$ cat config.mk
export PLATFORM = sky130hd
export DESIGN_NAME = line_alarm_irq
export DESIGN_NICKNAME = d
export VERILOG_FILES = /design/src/rtl/line_alarm_pkg.sv /design/src/rtl/line_alarm_bus_ctrl.sv /design/src/rtl/line_alarm_edge_det.sv /design/src/rtl/line_alarm_latch.sv /design/src/rtl/line_alarm_irq.sv
export SDC_FILE = /design/constraint.sdc
export NUM_CORES = 1
export LEC_CHECK = 0
export ABC_AREA = 1
export BUFFER_PORTS_ARGS = -buffer_cell sky130_fd_sc_hd__buf_2
export CAP_MARGIN = 20
export CORE_UTILIZATION = 52
export DETAILED_ROUTE_END_ITERATION = 6
export HOLD_SLACK_MARGIN = 0.06
export PLACE_DENSITY = 0.87
export SKIP_CTS_REPAIR_TIMING = 1
export SYNTH_ARGS = -nofsm -noshare
export SYNTH_HDL_FRONTEND = slang
export SYNTH_SLANG_ARGS = --single-unit
$ cat constraint.sdc
create_clock -name clk -period 2 [get_ports clk]
set_input_delay 0.2 -clock clk [delete_from_list [all_inputs] [get_ports clk]]
set_output_delay 0.2 -clock clk [all_outputs]
set_load 0.005 [all_outputs]
$ cat src/rtl/line_alarm_pkg.sv
package line_alarm_pkg;

    // Register-bus access controller states
    typedef enum logic [1:0] {
        BUS_IDLE   = 2'd0,
        BUS_ACCESS = 2'd1,
        BUS_HOLD   = 2'd2
    } bus_state_e;

endpackage

$ cat src/rtl/line_alarm_bus_ctrl.sv
module line_alarm_bus_ctrl
    import line_alarm_pkg::*;
(
    input  logic       clk,
    input  logic       rst_n,
    input  logic       cs,
    output logic       acc,
    output bus_state_e state
);

    bus_state_e state_q;
    bus_state_e state_d;

    // state register
    always_ff @(posedge clk) begin
        if (!rst_n) begin
            state_q <= BUS_IDLE;
        end else begin
            state_q <= state_d;
        end
    end

    // transitions
    always_comb begin
        state_d = state_q;
        unique case (state_q)
            BUS_IDLE:   if (cs) state_d = BUS_ACCESS;
            BUS_ACCESS: state_d = BUS_HOLD;
            BUS_HOLD:   if (!cs) state_d = BUS_IDLE;
            default:    state_d = BUS_IDLE;
        endcase
    end

    // outputs
    always_comb begin
        acc   = 1'b0;
        state = state_q;
        unique case (state_q)
            BUS_IDLE:   acc = 1'b0;
            BUS_ACCESS: acc = 1'b1;
            BUS_HOLD:   acc = 1'b0;
            default:    acc = 1'b0;
        endcase
    end

endmodule

$ cat src/rtl/line_alarm_edge_det.sv
module line_alarm_edge_det #(
    parameter int W = 4
) (
    input  logic         clk,
    input  logic         rst_n,
    input  logic [W-1:0] lvl,
    output logic [W-1:0] chg
);

    logic [W-1:0] prev_q;

    // The previous-level register follows the input during reset as well,
    // so the first compare after reset sees no difference.
    always_ff @(posedge clk) begin
        prev_q <= lvl;
    end

    for (genvar i = 0; i < W; i++) begin : g_bit
        assign chg[i] = rst_n & (lvl[i] ^ prev_q[i]);
    end

endmodule

$ cat src/rtl/line_alarm_latch.sv
module line_alarm_latch #(
    parameter int N = 4
) (
    input  logic         clk,
    input  logic         rst_n,
    input  logic [N-1:0] evt,
    input  logic         clr,
    input  logic         en_wr,
    input  logic [N-1:0] en_wdata,
    output logic [N-1:0] pend_q,
    output logic [N-1:0] en_q,
    output logic         irq_n
);

    // A change event wins over a clear arriving on the same edge
    always_ff @(posedge clk) begin
        if (!rst_n) begin
            pend_q <= '0;
        end else begin
            pend_q <= (pend_q & ~{N{clr}}) | evt;
        end
    end

    always_ff @(posedge clk) begin
        if (!rst_n) begin
            en_q <= '0;
        end else if (en_wr) begin
            en_q <= en_wdata;
        end
    end

    assign irq_n = ~|(pend_q & en_q);

endmodule

$ cat src/rtl/line_alarm_irq.sv
module line_alarm_irq
    import line_alarm_pkg::*;
#(
    parameter int DATA_W   = 8,
    parameter int ADDR_W   = 4,
    parameter int N_LIVE   = 6,
    parameter int N_IRQ    = 4,
    parameter int OFS_EN   = 1,
    parameter int OFS_STAT = 2,
    parameter int OFS_LIVE = 3
) (
    input  logic              clk,
    input  logic              rst_n,
    input  logic [N_LIVE-1:0] defect_in,
    input  logic              bus_cs,
    input  logic              bus_we,
    input  logic [ADDR_W-1:0] bus_addr,
    input  logic [DATA_W-1:0] bus_wdata,
    output logic [DATA_W-1:0] bus_rdata,
    output logic              irq_n
);

    localparam logic [ADDR_W-1:0] A_EN   = ADDR_W'(OFS_EN);
    localparam logic [ADDR_W-1:0] A_STAT = ADDR_W'(OFS_STAT);
    localparam logic [ADDR_W-1:0] A_LIVE = ADDR_W'(OFS_LIVE);
    localparam int LIVE_PAD = DATA_W - N_LIVE;
    localparam int IRQ_PAD  = DATA_W - N_IRQ;

    bus_state_e        bus_state;
    logic              acc;
    logic              rd_acc;
    logic              wr_acc;
    logic              clr_stat;
    logic              wr_en;
    logic [N_IRQ-1:0]  chg;
    logic [N_IRQ-1:0]  pend_q;
    logic [N_IRQ-1:0]  en_q;
    logic [DATA_W-1:0] rd_mux;
    logic [DATA_W-1:0] rdata_q;
    logic              unused_wdata_hi;

    line_alarm_bus_ctrl u_bus (
        .clk   (clk),
        .rst_n (rst_n),
        .cs    (bus_cs),
        .acc   (acc),
        .state (bus_state)
    );

    line_alarm_edge_det #(.W(N_IRQ)) u_edge (
        .clk   (clk),
        .rst_n (rst_n),
        .lvl   (defect_in[N_IRQ-1:0]),
        .chg   (chg)
    );

    assign rd_acc   = acc & ~bus_we;
    assign wr_acc   = acc &  bus_we;
    assign clr_stat = rd_acc & (bus_addr == A_STAT);
    assign wr_en    = wr_acc & (bus_addr == A_EN);

    line_alarm_latch #(.N(N_IRQ)) u_latch (
        .clk      (clk),
        .rst_n    (rst_n),
        .evt      (chg),
        .clr      (clr_stat),
        .en_wr    (wr_en),
        .en_wdata (bus_wdata[N_IRQ-1:0]),
        .pend_q   (pend_q),
        .en_q     (en_q),
        .irq_n    (irq_n)
    );

    assign unused_wdata_hi = ^bus_wdata[DATA_W-1:N_IRQ];

    always_comb begin
        rd_mux = '0;
        if (bus_addr == A_LIVE) begin
            rd_mux = {{LIVE_PAD{1'b0}}, defect_in};
        end else if (bus_addr == A_STAT) begin
            rd_mux = {{IRQ_PAD{1'b0}}, pend_q};
        end else if (bus_addr == A_EN) begin
            rd_mux = {{IRQ_PAD{1'b0}}, en_q};
        end
    end

    always_ff @(posedge clk) begin
        if (!rst_n) begin
            rdata_q <= '0;
        end else if (rd_acc) begin
            rdata_q <= rd_mux;
        end
    end

    assign bus_rdata = rdata_q;

endmodule

==> results of run 1 <==
through the flow:
| step | total power [W] | hold WS [ns] |
|---|---|---|
| finish | 0.0007651 | 0.1365 |
| global route | 0.0007973 | 0.1362 |
| CTS | 0.0007612 | 0.03571 |
| detailed placement | 0.0005352 | 0.3414 |
| global placement | 0.0005291 | 0.3395 |
| floorplan | 0.0004974 | 0.2277 |
cell type report:
class,instances,area share
Multi-Input combinational cell,85,0.4123
Sequential cell,20,0.3575
Timing Repair Buffer,28,0.1430
Inverter,11,0.03687
Clock buffer,4,0.03240
Tap cell,16,0.01788
worst max-delay path: cells and delay by family (launching register included):
family / cells / cell delay, ns
DFF: 1 / 0.35
buffers and inverters: 1 / 0.17
and+or+nand+nor: 2 / 0.12
AOI/OAI and AO/OA: 1 / 0.23
layout by cell type (no fill, tap or decap), drive strengths merged:
master,count
dfxtp,20
nand3,6
a21oi,11
nor2,16
nand3b,6
conb,2
nand2,27
and3,1
buf,24
clkbuf,4
a221oi,1
xnor2,4
dlygate4sd3,4
inv,11
nor3,2
o21ai,9
routing by layer:
metal  track usage  vias up  share of wire
met5             0        -              0
met4       0.05455        0          0.012
met3       0.02449        4          0.043
met2        0.4059       32           0.53
met1        0.2379      395           0.42
li1              -      435              -
how the worst min path moves through the flow:
stage,startpoint,end,slack [ns],cells past startpoint
global placement,defect_in[1],u_edge.prev_q[1],0.34,1
finish,bus_cs,u_bus.state[0],0.14,3
detailed placement,defect_in[1],u_edge.prev_q[1],0.34,1
CTS,defect_in[1],u_edge.prev_q[1],0.04,1
global route,bus_cs,u_bus.state[0],0.14,3
floorplan,defect_in[0],u_edge.prev_q[0],0.23,0
state kept, by name, indices dropped and copies added (netlist names):
register and cells:
u_latch.pend_q 4, u_bus.state 2, u_edge.prev_q 4, u_latch.en_q 4, bus_rdata 6
power groups by stage:
stage	Clock (W)	Combinational, W	Sequential [W]
after floorplan	0	0.0000597	0.000438
after global placement	0	0.0000908	0.000438
after detailed placement	0	0.0000957	0.000440
after CTS	0.000234	0.0000966	0.000431
after global routing	0.000251	0.000113	0.000433
final	0.000232	0.000102	0.000431
cells by family after synthesis:
group / count (synthesis)
buffers and inverters: 15
xor gates and xnor gates: 4
AOI/OAI and AO/OA: 21
and+or+nand+nor: 58
other: 1
DFF: 20
==> impl_metrics.toml, run 1 <==
[setup_path]
cp.arrival_ns = 1.17
rrSetupSlack_ns = 0.88
reg2reg_depth = 5
path_max_fanout = 3
critPathMaxStageDelay_ns = 0.35
worst-setup-path-type = "reg -> out"
critPathSlowestCell = "dfxtp_1"
startpoint_type = "flip-flop"
crit_start = "u_latch.pend_q[2]"
rr_endpoint = "u_latch.pend_q[1]"
endpoint_kind = "output port"
cp_data_required_time_ns = 1.80
cp_common_cell = "nand2_1"
cp_cell_sequence = "nand2_1 > nand2_1 > a221oi_1 > buf_2"
reg2reg_from = "u_bus.state[0]"
crit_path_end = "irq_n"

[pwr]
swShare = 0.2484
pwr_density_cell_mw_per_mm2 = 683.3
intPower_w = 0.0005751
worst_ir_drop_vdd_mv = 0.4583
leakage_nw = 0.5205
power_frac_seq = 0.564
clockPowerShare = 0.303
p_comb_frac = 0.134
p_switching_w = 0.0001900

[clocking]
root_buffer = "clkbuf_4"
insertion_delay_ns = 0.29
cts_buffer_depth = 2
cts_made_buffers = 3
htreeDepth = 1
cts_sinks = 20
path_clk_slew_ns = 0.11
cts_tree = "yes"

[sta]
setup_violations = 0
hold_viol = 0
timing.final.crit_share = 0.6841
skew_ns = 0.003269
grt_setup_unrepaired = "no"
setup_tns_ns = 0
fmax_ghz = 0.7309
final_max_slew_viol_count = 0
post-route-min-period_ns = 1.368
fin_ws_ns = 0.6318

[place]
dp_cells = 156
hpwl_um = 1491
dp_slack_ns = 0.8844
place_area_mm2 = 0.001044
place_congestion = 0.8783
io_buffers = 24

[synth]
synth_edf_count = 0
yosys.area_share.simple = 0.3351
ys_ff_latch = 20
synthCells = 119
synth_fa_ha_area_frac = 0
syn-cell-area_um2 = 925.9
synth_common_cells = "nand2_1, dfxtp_1, a21oi_1, nor2_1, inv_1"
synth_most_common_cell = "nand2_1"
synth_top_family_by_area = "simple AND/OR/NAND/NOR gates"
ys.flop_type = "dfxtp_1"
synth_compound_area_frac = 0.1176
synth.distinct_cells = 21
synth_area_leaders = "dfxtp_1, nand2_1, a21oi_1, o21ai_0, nor2_4"
yosys_warnings = 0
synthArstFlopShare = 0
syn_area_per_cell_um2 = 7.781
synth_xor_area_frac = 0.03784
synth_top_cell_by_area = "dfxtp_1"
yosysSeqAreaShare = 0.4324
synthMuxAreaShare = 0
netlist.area_leader.share = 0.4324

[grt]
grt_overflow = 0
grt_antenna_before_repair = 0
grt_max_degree = 13
track_usage = 0.2092
grt_pass1_vias = 759
grt_pass1_wl_um = 3056

[run]
cap_violations = 0

[drt]
drc = 0
viasPerCell = 5.280
first_pass_iters = 6
wire_per_inst_um = 11.96
drtAntennaViolNets = 0
dr_total_vias = 866
drt_iter0_drc = 36
wl_um = 1961

[layout]
fillers = 127
stdcell_count = 164
fin_nets = 171
multi_input_area_um2 = 461.7
design_area_mm2 = 0.001120
drive_above_1_share = 0.2568
diodes = 0
register_area_um2 = 400.4
final_util = 0.7103
area_growth_pct = 20.95

[die]
ios = 31
die_area_mm2 = 0.001953
rows = 14
core-area_mm2 = 0.001577
die_h_um = 44.20
start_util = 0.5873
die-width_um = 44.20

[outcome]
status = "complete, no violations"

[min_path]
hp-class = "in -> reg"
No activity file was read; power rests on OpenSTA's default activity.
==> run 2: changes to the inputs <==
Settings changed: CORE_UTILIZATION 52 to 43, PLACE_DENSITY 0.87 to 0.78.
Clock period 2 ns to 1.21 ns, I/O delays scaled along.
==> impl_metrics.toml, run 2 (synthesis gave the netlist of run 1 again) <==
[sta]
setup_violations = 1
timing.final.crit_share = 1.019
setup_tns_ns = -0.02336
hold_viol = 0
fin_ws_ns = -0.02336
hold_ws_ns = 0.06225
grt_setup_unrepaired = "yes"
post-route-min-period_ns = 1.233
fmax_ghz = 0.8108
skew_ns = 0.006978
final_max_slew_viol_count = 0

[layout]
fillers = 185
multi_input_area_um2 = 475.5
layout_common_cells = "buf_2, nand2_1, dfxtp_1"
final_util = 0.5763
final_common_cell = "buf_2"
area_growth_pct = 24.59
diodes = 0
largest_reg_flops = 6
drive_above_1_share = 0.3154
fin_nets = 173
register_area_um2 = 405.4

[setup_path]
cp_common_cell = "nand2_2"
endpoint_kind = "output port"
cp_num_buf_inv = 1
startpoint_type = "flip-flop"
cp.arrival_ns = 1.11
cp_cell_sequence = "nand2_2 > nand2_2 > a221oi_2 > buf_2"
cp_data_required_time_ns = 1.09
worst-setup-path-type = "reg -> out"
crit_family = "flip-flops"
critPathMaxStageDelay_ns = 0.35
path_max_fanout = 3
critPathSlowestCell = "dfxtp_2"

[clocking]
cts_made_buffers = 3
htreeDepth = 1
insertion_delay_ns = 0.29
root_buffer = "clkbuf_4"
cts_sinks = 20
cts_buffer_depth = 2
path_clk_slew_ns = 0.10
cts_tree = "yes"

[grt]
grt_max_degree = 13
grt_antenna_before_repair = 0
track_usage = 0.1731
grt_pass1_vias = 757
grt_pass1_wl_um = 3229
grt_overflow = 0

[drt]
viasPerCell = 4.920
wl_um = 1814
dr_total_vias = 866
wire_per_inst_um = 10.31
first_pass_iters = 4
drt_iter0_drc = 19
drc = 0
drtAntennaViolNets = 0

[min_path]
hp-class = "in -> reg"

[place]
io_buffers = 24
place_congestion = 0.7981
hpwl_um = 1361

[outcome]
violations = "negative setup slack"
status = "finished with violations"

[die]
core-area_mm2 = 0.002002
start_util = 0.4625
die_area_mm2 = 0.002343
die_h_um = 48.40
die-width_um = 48.40
ios = 31
rows = 16

[pwr]
pwr_density_cell_mw_per_mm2 = 1028
worst_ir_drop_vdd_mv = 0.6283
leakage_nw = 0.5292
totalPowerFinal_w = 0.001186

[run]
cap_violations = 0
==> run 2: changes by cell type in the layout (fill, tap and decap cells not counted), sizes merged <==
cell,previous run,this run
clkbuf,4,3
buf,24,26
==> run 2: tightest hold or removal path, stage by stage <==
cell and delay [ns]:
buf_2 0.09, nand2_1 0.05, a21oi_1 0.05
==> run 2: stage by stage <==
stage,instance area [um^2],setup WS [ns],instances
detailed placement,1057,0.09714,167
global placement,1057,0.1367,167
floorplan,929.6,0.2284,120
finish,1154,-0.02336,176
global route,1154,-0.06032,176
CTS,1080,-0.1115,170
==> run 2: final timing paths <==
kind / endpoint / slack, ns / startpoint / cells past startpoint
max: irq_n / -0.02 / u_latch.en_q[2] / 4
min: bus_rdata[5] / 0.06 / defect_in[5] / 3
max reg2reg: u_latch.pend_q[1] / 0.09 / u_bus.state[0] / 5
min reg2reg: u_bus.state[0] / 0.44 / u_bus.state[1] / 1
==> run 2: per-layer routing <==
| layer | global-route usage | vias to the layer above | share of wire |
|---|---|---|---|
| met1 | 0.2273 | 393 | 0.46 |
| li1 | - | 444 | - |
| met3 | 0.02201 | 5 | 0.043 |
| met2 | 0.2840 | 24 | 0.48 |
| met5 | 0 | - | 0 |
| met4 | 0.07843 | 0 | 0.019 |
==> run 2: power breakdown <==
part	leakage [nW]	internal, W	switching (W)	total, W
combinational	0.349	0.0000796	0.0000916	0.000171
sequential	0.166	0.000693	0.0000215	0.000714
clock	0.0138	0.000116	0.000184	0.000300
==> run 2: area by class of cell <==
class	count	area share
clock buffer	3	0.01952
timing repair buffer	30	0.1518
tap	27	0.02928
multi-input combinational	85	0.4121
inverter	11	0.03579
sequential	20	0.3514
==> run 3: changes to the inputs <==
==> constraint.sdc (replaced) <==
create_clock -name clk -period 1.21 [get_ports clk]
set_input_delay 0.242 -clock clk [delete_from_list [all_inputs] [get_ports clk]]
set_output_delay 0.242 -clock clk [all_outputs]
set_load 0.005 [all_outputs]
==> impl_metrics.toml, run 3 (synthesis gave the netlist of run 1 again) <==
[clocking]
cts_tree = "yes"
root_buffer = "clkbuf_4"
path_clk_slew_ns = 0.10
cts_sinks = 20
htreeDepth = 1
cts_made_buffers = 3
cts_buffer_depth = 2
insertion_delay_ns = 0.30

[sta]
fmax_ghz = 0.7471
timing.final.crit_share = 1.106
hold_viol = 0
setup_tns_ns = -0.1286
skew_ns = 0.004288
grt_setup_unrepaired = "yes"
setup_violations = 1
post-route-min-period_ns = 1.339
fin_ws_ns = -0.1286
final_max_slew_viol_count = 0

[pwr]
swShare = 0.2552
power_frac_seq = 0.603
p_comb_frac = 0.140
totalPowerFinal_w = 0.001185
pwr_density_cell_mw_per_mm2 = 1061
intPower_w = 0.0008826
p_switching_w = 0.0003024
clockPowerShare = 0.257
worst_ir_drop_vdd_mv = 0.6565
leakage_nw = 0.5099

[die]
start_util = 0.4625
die-width_um = 48.40
die_area_mm2 = 0.002343
die_h_um = 48.40
rows = 16
core-area_mm2 = 0.002002
ios = 31

[drt]
dr_total_vias = 832
first_pass_iters = 4
drtAntennaViolNets = 0
drt_iter0_drc = 13
viasPerCell = 4.837
wl_um = 1806
drc = 0
wire_per_inst_um = 10.50

[layout]
stdcell_count = 172
diodes = 0
area_growth_pct = 20.68
fin_nets = 169
largest_reg_flops = 6
design_area_mm2 = 0.001117
layout_common_cells = "buf_2, nand2_1, dfxtp_1"
final_common_cell = "buf_2"
drive_above_1_share = 0.3241

[outcome]
violations = "negative setup slack"
status = "finished with violations"

[grt]
grt_pass1_vias = 749
track_usage = 0.1729
grt_overflow = 0
grt_antenna_before_repair = 0
grt_pass1_wl_um = 3215
grt_max_degree = 13

[setup_path]
crit_family = "flip-flops"
cp_cell_sequence = "nand2_2 > nand2_2 > a221oi_2 > buf_2"
reg2reg_depth = 6
worst-setup-path-type = "reg -> out"
endpoint_kind = "output port"
critPathSlowestCell = "dfxtp_2"
critPathMaxStageDelay_ns = 0.35
cp.arrival_ns = 1.10
cp_common_cell = "nand2_2"
startpoint_type = "flip-flop"
crit_cells = 4
cp_num_buf_inv = 1
path_max_fanout = 3
cp_data_required_time_ns = 0.97

[place]
dp_cells = 167
place_congestion = 0.8116
hpwl_um = 1359
io_buffers = 24
place_area_mm2 = 0.001057

[run]
cap_violations = 0

[min_path]
hold_depth = 1
hp-class = "in -> reg"
## run 3: power by group through the flow
stage | Combinational [W] | Sequential [W] | Clock, W
after CTS | 0.000156 | 0.000711 | 0.000313
after global placement | 0.000151 | 0.000724 | 0
after detailed placement | 0.000156 | 0.000726 | 0
final | 0.000166 | 0.000715 | 0.000304
after global routing | 0.000190 | 0.000720 | 0.000344
after floorplan | 0.0000987 | 0.000723 | 0
## run 3: cell type report
type                            instances  area, um^2
Fill cell                             189       884.6
Timing Repair Buffer                   25       127.6
Inverter                               11       41.29
Multi-Input combinational cell         86       486.7
Tap cell                               27       33.78
Sequential cell                        20       405.4
Clock buffer                            3       22.52
## run 3: path summary, 6_finish.rpt
path                                 startpoint                 to  slack [ns]
worst max-delay path            u_latch.en_q[1]              irq_n       -0.13
worst max register to register   u_bus.state[1]  u_latch.pend_q[1]        0.14
worst min register to register   u_bus.state[1]     u_bus.state[0]        0.45
worst min-delay path               defect_in[0]   u_edge.prev_q[0]        0.07
## run 3: layer usage
| layer | GRT usage | vias up | share of wire | routed length (um) |
|---|---|---|---|---|
| met4 | 0.08824 | 0 | 0.024 | 43 |
| li1 | - | 434 | - | - |
| met2 | 0.2723 | 29 | 0.45 | 816 |
| met5 | 0 | - | 0 | 0 |
| met1 | 0.2343 | 364 | 0.46 | 834 |
| met3 | 0.01887 | 5 | 0.062 | 112 |
## run 3: through the flow
stage	utilization	setup slack, ns	hold WS (ns)
final	0.5581	-0.1286	0.07168
after global placement	0.5281	0.1105	0.3824
after floorplan	-	0.2284	0.2697
after detailed placement	0.5281	0.07863	0.3862
after CTS	0.5394	-0.2160	0.06948
after global routing	0.5581	-0.1751	0.06765
